File: src/rtl/ilk_pkg.sv
// Package: shared definitions for the interlocked measurement readout.
// Assumes: byte-wide host bus; the decode classes below cover every access.
package ilk_pkg;

    // Class of register an address selects
    typedef enum logic [2:0] {
        K_HI   = 3'd0,
        K_LO   = 3'd1,
        K_ID   = 3'd2,
        K_RW   = 3'd3,
        K_NONE = 3'd4
    } acc_kind_e;

endpackage

File: src/rtl/ilk_addr_decode.sv
// Module: ilk_addr_decode
// Turns a bus address into a register class plus a one-hot hit vector for
// the setting bank. Purely combinational.
// Assumes: the fixed addresses do not overlap the setting-bank window.
module ilk_addr_decode
    import ilk_pkg::*;
#(
    parameter int ADDR_W  = 8,
    parameter int HI_ADDR = 'h00,
    parameter int LO_ADDR = 'h01,
    parameter int ID_ADDR = 'h20,
    parameter int RW_BASE = 'h10,
    parameter int NUM_RW  = 4
) (
    input  logic [ADDR_W-1:0] addr,
    output acc_kind_e         kind,
    output logic [NUM_RW-1:0] rw_hit
);

    localparam logic [ADDR_W-1:0] HI_A = ADDR_W'(HI_ADDR);
    localparam logic [ADDR_W-1:0] LO_A = ADDR_W'(LO_ADDR);
    localparam logic [ADDR_W-1:0] ID_A = ADDR_W'(ID_ADDR);

    // One comparator per setting byte
    for (genvar i = 0; i < NUM_RW; i++) begin : g_hit
        localparam logic [ADDR_W-1:0] RW_A = ADDR_W'(RW_BASE + i);
        assign rw_hit[i] = (addr == RW_A);
    end

    // Classify the address
    always_comb begin
        if (addr == HI_A)      kind = K_HI;
        else if (addr == LO_A) kind = K_LO;
        else if (addr == ID_A) kind = K_ID;
        else if (|rw_hit)      kind = K_RW;
        else                   kind = K_NONE;
    end

endmodule

File: src/rtl/ilk_meas_snapshot.sv
// Module: ilk_meas_snapshot
// Holds the live measurement, plus the shadow low byte and the lock flag
// that tie a low-byte read to the preceding high-byte read.
// Assumes: hi_rd and lo_rd are single-cycle and never both high together.
module ilk_meas_snapshot #(
    parameter int            DATA_W   = 8,
    parameter int            MEAS_W   = 2 * DATA_W,
    parameter logic [MEAS_W-1:0] MEAS_RST = '0
) (
    input  logic              clk,
    input  logic              rst_n,
    input  logic              hi_rd,
    input  logic              lo_rd,
    input  logic              upd,
    input  logic [MEAS_W-1:0] upd_value,
    output logic [DATA_W-1:0] live_hi,
    output logic [DATA_W-1:0] lo_view,
    output logic              locked
);

    logic [MEAS_W-1:0] meas_q;
    logic [DATA_W-1:0] shadow_q;
    logic              lock_q;

    // Live measurement register; an update replaces it whole
    always_ff @(posedge clk) begin
        if (!rst_n)   meas_q <= MEAS_RST;
        else if (upd) meas_q <= upd_value;
    end

    // Shadow capture on a high-byte read, taken from the pre-update value
    always_ff @(posedge clk) begin
        if (!rst_n)     shadow_q <= MEAS_RST[DATA_W-1:0];
        else if (hi_rd) shadow_q <= meas_q[DATA_W-1:0];
    end

    // Lock set by a high-byte read, cleared by a low-byte read
    always_ff @(posedge clk) begin
        if (!rst_n)     lock_q <= 1'b0;
        else if (hi_rd) lock_q <= 1'b1;
        else if (lo_rd) lock_q <= 1'b0;
    end

    assign live_hi = meas_q[MEAS_W-1:DATA_W];
    assign lo_view = lock_q ? shadow_q : meas_q[DATA_W-1:0];
    assign locked  = lock_q;


    shadow_hold_chk: assert property (@(posedge clk) disable iff (!rst_n)
        (lock_q && !hi_rd) |=> $stable(shadow_q));


    snap_old_chk: assert property (@(posedge clk) disable iff (!rst_n)
        hi_rd |=> (shadow_q == $past(meas_q[DATA_W-1:0])));


    lock_release_chk: assert property (@(posedge clk) disable iff (!rst_n)
        (lo_rd && !hi_rd) |=> !lock_q);

endmodule

File: src/rtl/ilk_rw_bank.sv
// Module: ilk_rw_bank
// Bank of host-writable setting bytes, each with its own reset default.
// Assumes: hit is one-hot or zero; zero means the write is not for the bank.
module ilk_rw_bank #(
    parameter int                   DATA_W = 8,
    parameter int                   NUM_RW = 4,
    parameter logic [NUM_RW*DATA_W-1:0] RW_RST = '0
) (
    input  logic                     clk,
    input  logic                     rst_n,
    input  logic                     wr,
    input  logic [NUM_RW-1:0]        hit,
    input  logic [DATA_W-1:0]        wdata,
    output logic [NUM_RW*DATA_W-1:0] regs
);

    for (genvar i = 0; i < NUM_RW; i++) begin : g_reg
        // Setting byte i: loads its default, then takes matching writes
        always_ff @(posedge clk) begin
            if (!rst_n)
                regs[i*DATA_W +: DATA_W] <= RW_RST[i*DATA_W +: DATA_W];
            else if (wr && hit[i])
                regs[i*DATA_W +: DATA_W] <= wdata;
        end


        rw_store_chk: assert property (@(posedge clk) disable iff (!rst_n)
            (wr && hit[i]) |=> (regs[i*DATA_W +: DATA_W] == $past(wdata)));
    end


    stray_write_chk: assert property (@(posedge clk) disable iff (!rst_n)
        (wr && !(|hit)) |=> $stable(regs));

endmodule

File: src/rtl/ilk_pair_readout.sv
// Module: ilk_pair_readout (top)
// Register front end: address decode, measurement snapshot, setting bank
// and a registered read-data multiplexer.
// Assumes: bus_rd is a one-cycle strobe per read; the host reads the high
// byte before the low byte when it wants a consistent pair.
module ilk_pair_readout
    import ilk_pkg::*;
#(
    parameter int ADDR_W  = 8,
    parameter int DATA_W  = 8,
    parameter int NUM_RW  = 4,
    parameter int HI_ADDR = 'h00,
    parameter int LO_ADDR = 'h01,
    parameter int ID_ADDR = 'h20,
    parameter int RW_BASE = 'h10,
    parameter logic [DATA_W-1:0]        ID_VALUE = 8'h5A,
    parameter logic [2*DATA_W-1:0]      MEAS_RST = 16'h1900,
    parameter logic [NUM_RW*DATA_W-1:0] RW_RST   = 32'hC3_00_7F_A5
) (
    input  logic                clk,
    input  logic                rst_n,
    input  logic [ADDR_W-1:0]   bus_addr,
    input  logic                bus_rd,
    input  logic                bus_wr,
    input  logic [DATA_W-1:0]   bus_wdata,
    input  logic                meas_upd,
    input  logic [2*DATA_W-1:0] meas_value,
    output logic [DATA_W-1:0]   bus_rdata
);

    localparam int MEAS_W = 2 * DATA_W;

    acc_kind_e                kind;
    logic [NUM_RW-1:0]        rw_hit;
    logic [DATA_W-1:0]        live_hi;
    logic [DATA_W-1:0]        lo_view;
    logic                     locked;
    logic [NUM_RW*DATA_W-1:0] rw_regs;
    logic [DATA_W-1:0]        rw_sel;
    logic                     hi_rd;
    logic                     lo_rd;

    ilk_addr_decode #(
        .ADDR_W (ADDR_W),
        .HI_ADDR(HI_ADDR),
        .LO_ADDR(LO_ADDR),
        .ID_ADDR(ID_ADDR),
        .RW_BASE(RW_BASE),
        .NUM_RW (NUM_RW)
    ) u_dec (
        .addr  (bus_addr),
        .kind  (kind),
        .rw_hit(rw_hit)
    );

    assign hi_rd = bus_rd && (kind == K_HI);
    assign lo_rd = bus_rd && (kind == K_LO);

    ilk_meas_snapshot #(
        .DATA_W  (DATA_W),
        .MEAS_W  (MEAS_W),
        .MEAS_RST(MEAS_RST)
    ) u_snap (
        .clk      (clk),
        .rst_n    (rst_n),
        .hi_rd    (hi_rd),
        .lo_rd    (lo_rd),
        .upd      (meas_upd),
        .upd_value(meas_value),
        .live_hi  (live_hi),
        .lo_view  (lo_view),
        .locked   (locked)
    );

    ilk_rw_bank #(
        .DATA_W(DATA_W),
        .NUM_RW(NUM_RW),
        .RW_RST(RW_RST)
    ) u_bank (
        .clk  (clk),
        .rst_n(rst_n),
        .wr   (bus_wr),
        .hit  (rw_hit),
        .wdata(bus_wdata),
        .regs (rw_regs)
    );

    // Pick the addressed setting byte (hit is one-hot)
    always_comb begin
        rw_sel = '0;
        for (int i = 0; i < NUM_RW; i++) begin
            if (rw_hit[i]) rw_sel = rw_sel | rw_regs[i*DATA_W +: DATA_W];
        end
    end

    // Registered read data, updated only on a read strobe
    always_ff @(posedge clk) begin
        if (!rst_n) begin
            bus_rdata <= '0;
        end else if (bus_rd) begin
            case (kind)
                K_HI:    bus_rdata <= live_hi;
                K_LO:    bus_rdata <= lo_view;
                K_ID:    bus_rdata <= ID_VALUE;
                K_RW:    bus_rdata <= rw_sel;
                default: bus_rdata <= '0;
            endcase
        end
    end


    unmapped_zero_chk: assert property (@(posedge clk) disable iff (!rst_n)
        (bus_rd && kind == K_NONE) |=> (bus_rdata == '0));


    rdata_hold_chk: assert property (@(posedge clk) disable iff (!rst_n)
        !bus_rd |=> $stable(bus_rdata));


    id_const_chk: assert property (@(posedge clk) disable iff (!rst_n)
        (bus_rd && kind == K_ID) |=> (bus_rdata == ID_VALUE));


    relock_chk: assert property (@(posedge clk) disable iff (!rst_n)
        hi_rd |=> locked);

endmodule

File: config.mk
export PLATFORM = sky130hd
export DESIGN_NAME = ilk_pair_readout
export DESIGN_NICKNAME = d
export VERILOG_FILES = /design/src/rtl/ilk_pkg.sv /design/src/rtl/ilk_addr_decode.sv /design/src/rtl/ilk_meas_snapshot.sv /design/src/rtl/ilk_rw_bank.sv /design/src/rtl/ilk_pair_readout.sv
export SDC_FILE = /design/constraint.sdc
export NUM_CORES = 1
export LEC_CHECK = 0
export ABC_AREA = 1
export BUFFER_PORTS_ARGS = -buffer_cell sky130_fd_sc_hd__buf_4
export CAP_MARGIN = 20
export CELL_PAD_IN_SITES_DETAIL_PLACEMENT = 0
export CELL_PAD_IN_SITES_GLOBAL_PLACEMENT = 1
export CORE_ASPECT_RATIO = 1.5
export CORE_MARGIN = 2
export CORE_UTILIZATION = 40
export CTS_BUF_LIST = sky130_fd_sc_hd__clkbuf_4 sky130_fd_sc_hd__clkbuf_8
export CTS_CLUSTER_SIZE = 28
export DETAILED_ROUTE_END_ITERATION = 8
export PLACE_DENSITY = 0.83
export SLEW_MARGIN = 20
export SYNTH_ARGS = -nofsm -noshare
export SYNTH_HDL_FRONTEND = slang
export SYNTH_SLANG_ARGS = --single-unit
File: constraint.sdc
create_clock -name clk -period 1.45 [get_ports clk]
set_input_delay 0.2175 -clock clk [delete_from_list [all_inputs] [get_ports clk]]
set_output_delay 0.2175 -clock clk [all_outputs]
set_load 0.005 [all_outputs]
# ---- After elaboration in Yosys (flattened, before gate mapping)
# Cells that the tools add are included.
dict set report totals {
  reg_bits 65
  latchBits 0
  ramBits 0
  rom_bits 0
  wordCells 42
  memories 0
}
dict set report classes {
  add_sub_neg 0
  multipliers 0
  n_div 0
  order_cmp 0
  n_eq_ne 9
  n_shift 0
  muxes 12
  n_bitwise 3
  n_reduce_logical 10
}
# operator count
set ops {}
lappend ops {{$mux 8} 5}
lappend ops {{$eq 8x5->1 const B} 4}
lappend ops {{$pmux 8 s4} 1}
lappend ops {{$or 8x8->8} 3}
lappend ops {{$mux 3} 4}
lappend ops {{$eq 8x1->1 const B} 1}
lappend ops {{$eq 8x6->1 const B} 1}
lappend ops {{$logic_not 8->1} 1}
lappend ops {{$eq 3x2->1 const B} 2}
lappend ops {{$logic_and 1x1->1} 6}
lappend ops {{$reduce_or 4->1} 1}
lappend ops {{$eq 3x1->1 const B} 1}
lappend ops {{$logic_not 3->1} 1}
lappend ops {{$mux 1} 2}
lappend ops {{$reduce_bool 2->1} 1}

# ---- Logic depth before layout (Yosys ltp)
dict set report logic_depth {
  ltp_word 10
  mapped_depth 10
  mapped_depth_nobuf 9
}

# ---- By module
# A second synthesis with hierarchy kept.
dict set report hier_totals {
  cells_unflattened 489
  area_unflattened_um2 3209.3
}
# module instances cells_each area_each_um2 seq_area_each_um2
set modules_own_cells {}
lappend modules_own_cells {ilk_rw_bank 1 175 1265.0 640.6}
lappend modules_own_cells {ilk_meas_snapshot 1 140 1018.5 500.5}
lappend modules_own_cells {ilk_pair_readout 1 143 762.0 160.2}
lappend modules_own_cells {ilk_addr_decode 1 31 163.9 0.0}

# ---- Worst setup path after synthesis
# OpenSTA, ideal clock, no wires.
dict set report synth_path {
  kind {reg-to-reg}
  startpoint {register u_snap.lock_q, in the netlist u_snap.locked}
  endpoint {register bus_rdata[0]}
  arrival_time_ps 1113
  required_ps 1380
  slack_ps 268
  path_stages_with_launch 10
  n_path_buf 2
  synth_period_minus_slack_ps 1182
  path_cell_list {dfxtp_1 -> buf_2 -> buf_2 -> o21ai_0 -> nand3_1 -> o21ai_0 -> inv_1 -> nand2_1 -> nand2_1 -> a21oi_2}
}
dict set report synth_via {
  elab_chain_cells 2
}
# element line
set synth_rtl {}
lappend synth_rtl {{start, declared} ilk_meas_snapshot.sv:23} ;# logic lock_q;
lappend synth_rtl {{start signal, assigned} ilk_meas_snapshot.sv:39} ;# if (!rst_n) lock_q <= 1'b0;
lappend synth_rtl {{start signal, assigned} ilk_meas_snapshot.sv:40} ;# else if (hi_rd) lock_q <= 1'b1;
lappend synth_rtl {{start signal, assigned} ilk_meas_snapshot.sv:41} ;# else if (lo_rd) lock_q <= 1'b0;
lappend synth_rtl {{$mux 8} ilk_meas_snapshot.sv:45} ;# assign lo_view = lock_q ? shadow_q : meas_q[DATA_W-1:0];
lappend synth_rtl {{$pmux 8 s4} ilk_pair_readout.sv:101} ;# case (kind)
lappend synth_rtl {{end signal, assigned} ilk_pair_readout.sv:102} ;# K_HI: bus_rdata <= live_hi;
lappend synth_rtl {{end signal, assigned} ilk_pair_readout.sv:103} ;# K_LO: bus_rdata <= lo_view;
lappend synth_rtl {{end signal, assigned} ilk_pair_readout.sv:105} ;# K_RW: bus_rdata <= rw_sel;
lappend synth_rtl {{end, declared} ilk_pair_readout.sv:28} ;# output logic [DATA_W-1:0] bus_rdata
# No other way between the ends.
# A chain may end at the register's enable or synchronous reset.

# ---- Final worst setup path
dict set report layout_path {
  startpoint {register u_snap.lock_q, in the netlist u_snap.locked}
  endpoint {register bus_rdata[2]}
}
# Same word-level chain as after synthesis.

==> metrics.md <==
| Metric | Value |
|---|---|
| Seq cells post-synth | `65` |
| Syn avg cell area | `7.057 sq um` |
| P&R area growth vs syn | `23.74%` |
| Die width | `74.45 um` |
| Unique masters post-synth | `21` |
| Vias | `2771` |
| Largest net degree at the start of global routing | `46` |
| CP Data Required Time | `1730 ps` |
| Final nets | `509` |
| Cell Rows | `38` |
| Vias in the first global route | `2696` |
| Worst Hold Class | `input pin to register` |
| Hold path cells | `3` |
| Buffers on Ports | `44` |
| DP HPWL | `5.557 mm` |
| Seq/Total Area, Yosys | `43.70%` |
| Initial Util | `41.20%` |
| Post-CTS Hold Buffers | `0` |
| Max-cap violations | `0` |
| Post-CTS Setup Repair Bufs | `0` |
| Post-cts gate resize count | `0` |
| Vias per cell | `4.802` |
| Most common cell after layout, fill and taps aside | `nand2_1` |
| CTS Root Cell | `clkbuf_8` |
| Worst flop-to-flop path startpoint | `u_snap.locked` |
| Setup crit end kind | `register` |
| Share of cells above drive strength 1 | `20.96%` |
| Post-synthesis cell area | `2978 sq um` |
| DRT Pass-1 Iters | `4` |
| Total grt overflow | `0` |
| # IOs | `45` |
| Hold Worst Slack | `93.88 ps` |
| CTS max path bufs | `2` |
| Clk_skew | `8.782 ps` |
| Final Hold Vio Count | `0` |
| Synth warnings | `0` |
| VDD IR max | `0.0008192 V` |
| Post-route minimum period | `1242 ps` |
| Period utilization | `85.64%` |
| Worst Path Max Fanout | `17` |
| H-tree Lvls | `3` |
| Drt wl/cell | `12.89 um` |
| Worst-Skew Late Latency | `340 ps` |
| N_diodes | `0` |
| Max Transition Viols Final | `0` |
| First-pass GRT wire length | `12.45 mm` |
| Power per Cell Area | `1031 nW/um^2` |
| Die ar. | `8165 sq um` |
| Syn_nets | `459` |
| Reg2Reg Depth | `8` |
| Setup crit start kind | `register` |
| RSZ-0062 raised after global routing | `false` |
| CTS buffer count | `9` |
| Initial antenna violation count | `0` |
| Worst slew margin | `81.24%` |
| Cells after Synth | `422` |
| Setup_tns | `0 ps` |
| Leakage power | `0.001661 uW` |
| Final WL | `7.440 mm` |
| Worst-path clk slew | `70 ps` |
| Hold Startpoint | `meas_value[12]` |
| CTS tree | `built` |
| Core Region | `7227 sq um` |
| Setup Viol. Count Final | `0` |
| Final Wtd Congestion | `0.8008` |
| Status | `complete, no violations` |
| Starting DRT DRC Count | `183` |
| Worst path arrival time | `1520 ps` |
| Crit. Startpoint | `u_snap.locked` |
| Slew @ Worst Pin | `280.8 ps` |
| Die height | `109.7 um` |
| CTS Sinks | `65` |
| Gr usage total | `20.26%` |
| FMAX | `805.3 MHz` |
| Commonest cells after routing, fill and taps aside | `nand2_1, dfxtp_1, nand3_1` |
| Number of nets with antenna violations after routing | `0` |
| WS Path Type | `register to register` |
| Remaining DRCs | `0` |
==> metrics by stage <==
| stage | instances | cell area, sq um | total power (uW) | setup WS (ps) | utilization, % |
|---|---|---|---|---|---|
| after global routing | 577 | 3685 | 3958 | 43.61 | 50.99 |
| after floorplan | 422 | 2978 | 2016 | 267.5 | - |
| after CTS | 577 | 3685 | 3830 | 190.8 | 50.99 |
| final | 577 | 3685 | 3801 | 208.2 | 50.99 |
| after detailed placement | 561 | 3471 | 2171 | -39.00 | 48.03 |
| after global placement | 561 | 3471 | 2167 | 9.841 | 48.03 |
==> logic make-up (layout without fill, tap and decap cells) <==
group                  after synthesis  after routing  share of synthesized area [%]
buffers and inverters               58            113                          8.739
AO/OA/AOI/OAI                       87             87                          15.50
flip-flops                          65             65                          43.70
AND/OR/NAND/NOR                    212            212                          32.06
==> synth_stat cells <==
library cell | count | area [sq um]
o21ai_1 | 1 | 5.000
nand2_2 | 5 | 31.28
nor2_1 | 34 | 127.6
clkbuf_1 | 9 | 33.78
nand3_4 | 1 | 17.52
inv_2 | 6 | 22.52
nor2_2 | 1 | 6.260
dfxtp_1 | 65 | 1301
nand3_2 | 2 | 20.02
a21oi_2 | 7 | 61.31
inv_1 | 33 | 123.9
buf_2 | 4 | 20.02
nor3_1 | 1 | 5.000
nor2_4 | 4 | 45.04
clkinv_1 | 1 | 3.750
nand3_1 | 56 | 280.3
o21ai_0 | 45 | 225.2
buf_6 | 5 | 56.30
a21oi_1 | 34 | 170.2
nor2_8 | 1 | 20.02
nand2_1 | 107 | 401.6
==> cell type report <==
| type | count | area [sq um] |
|---|---|---|
| Clock buffer | 10 | 131.4 |
| Clock inverter | 6 | 82.58 |
| Fill cell | 769 | 3542 |
| Inverter | 40 | 150.1 |
| Multi-Input combinational cell | 299 | 1416 |
| Sequential cell | 65 | 1301 |
| Tap cell | 100 | 125.1 |
| Timing Repair Buffer | 57 | 478.0 |
==> worst max-delay path, cell delays in order (launching register included) <==
cell and delay [ps]:
dfxtp_1 330, buf_12 140, o21ai_0 200, nand3_1 100, o21ai_0 80, inv_1 60, nand2_1 100, nand2_1 70
a21oi_2 110
==> worst paths after layout <==
check	endpoint	slack, ps
max	bus_rdata[2]	210
min	u_snap.meas_q[12]	90
max reg2reg	bus_rdata[2]	210
min reg2reg	u_bank.regs[19]	450
==> metal layers <==
metal / up-vias / GRT usage, % / share of wire, %
li1: 1465 / - / -
met1: 1257 / 22.91 / 41
met2: 44 / 36.92 / 55
met3: 5 / 4.950 / 2.9
met4: 0 / 5.740 / 0.97
met5: - / 0 / 0
==> sequential cells by signal, summed over array words and instances, names as in the netlist <==
signal / cells
u_snap.locked: 1
bus_rdata: 8
u_bank.regs: 32
u_snap.shadow_q: 8
u_snap.meas_q: 16
==> report_power, final <==
group | switching, uW | leakage [uW] | internal (uW)
combinational | 168 | 0.00102 | 126
clock | 696 | 0.000109 | 978
sequential | 13.4 | 0.000528 | 1820
Note: power is estimated with default switching activity, not from simulation.
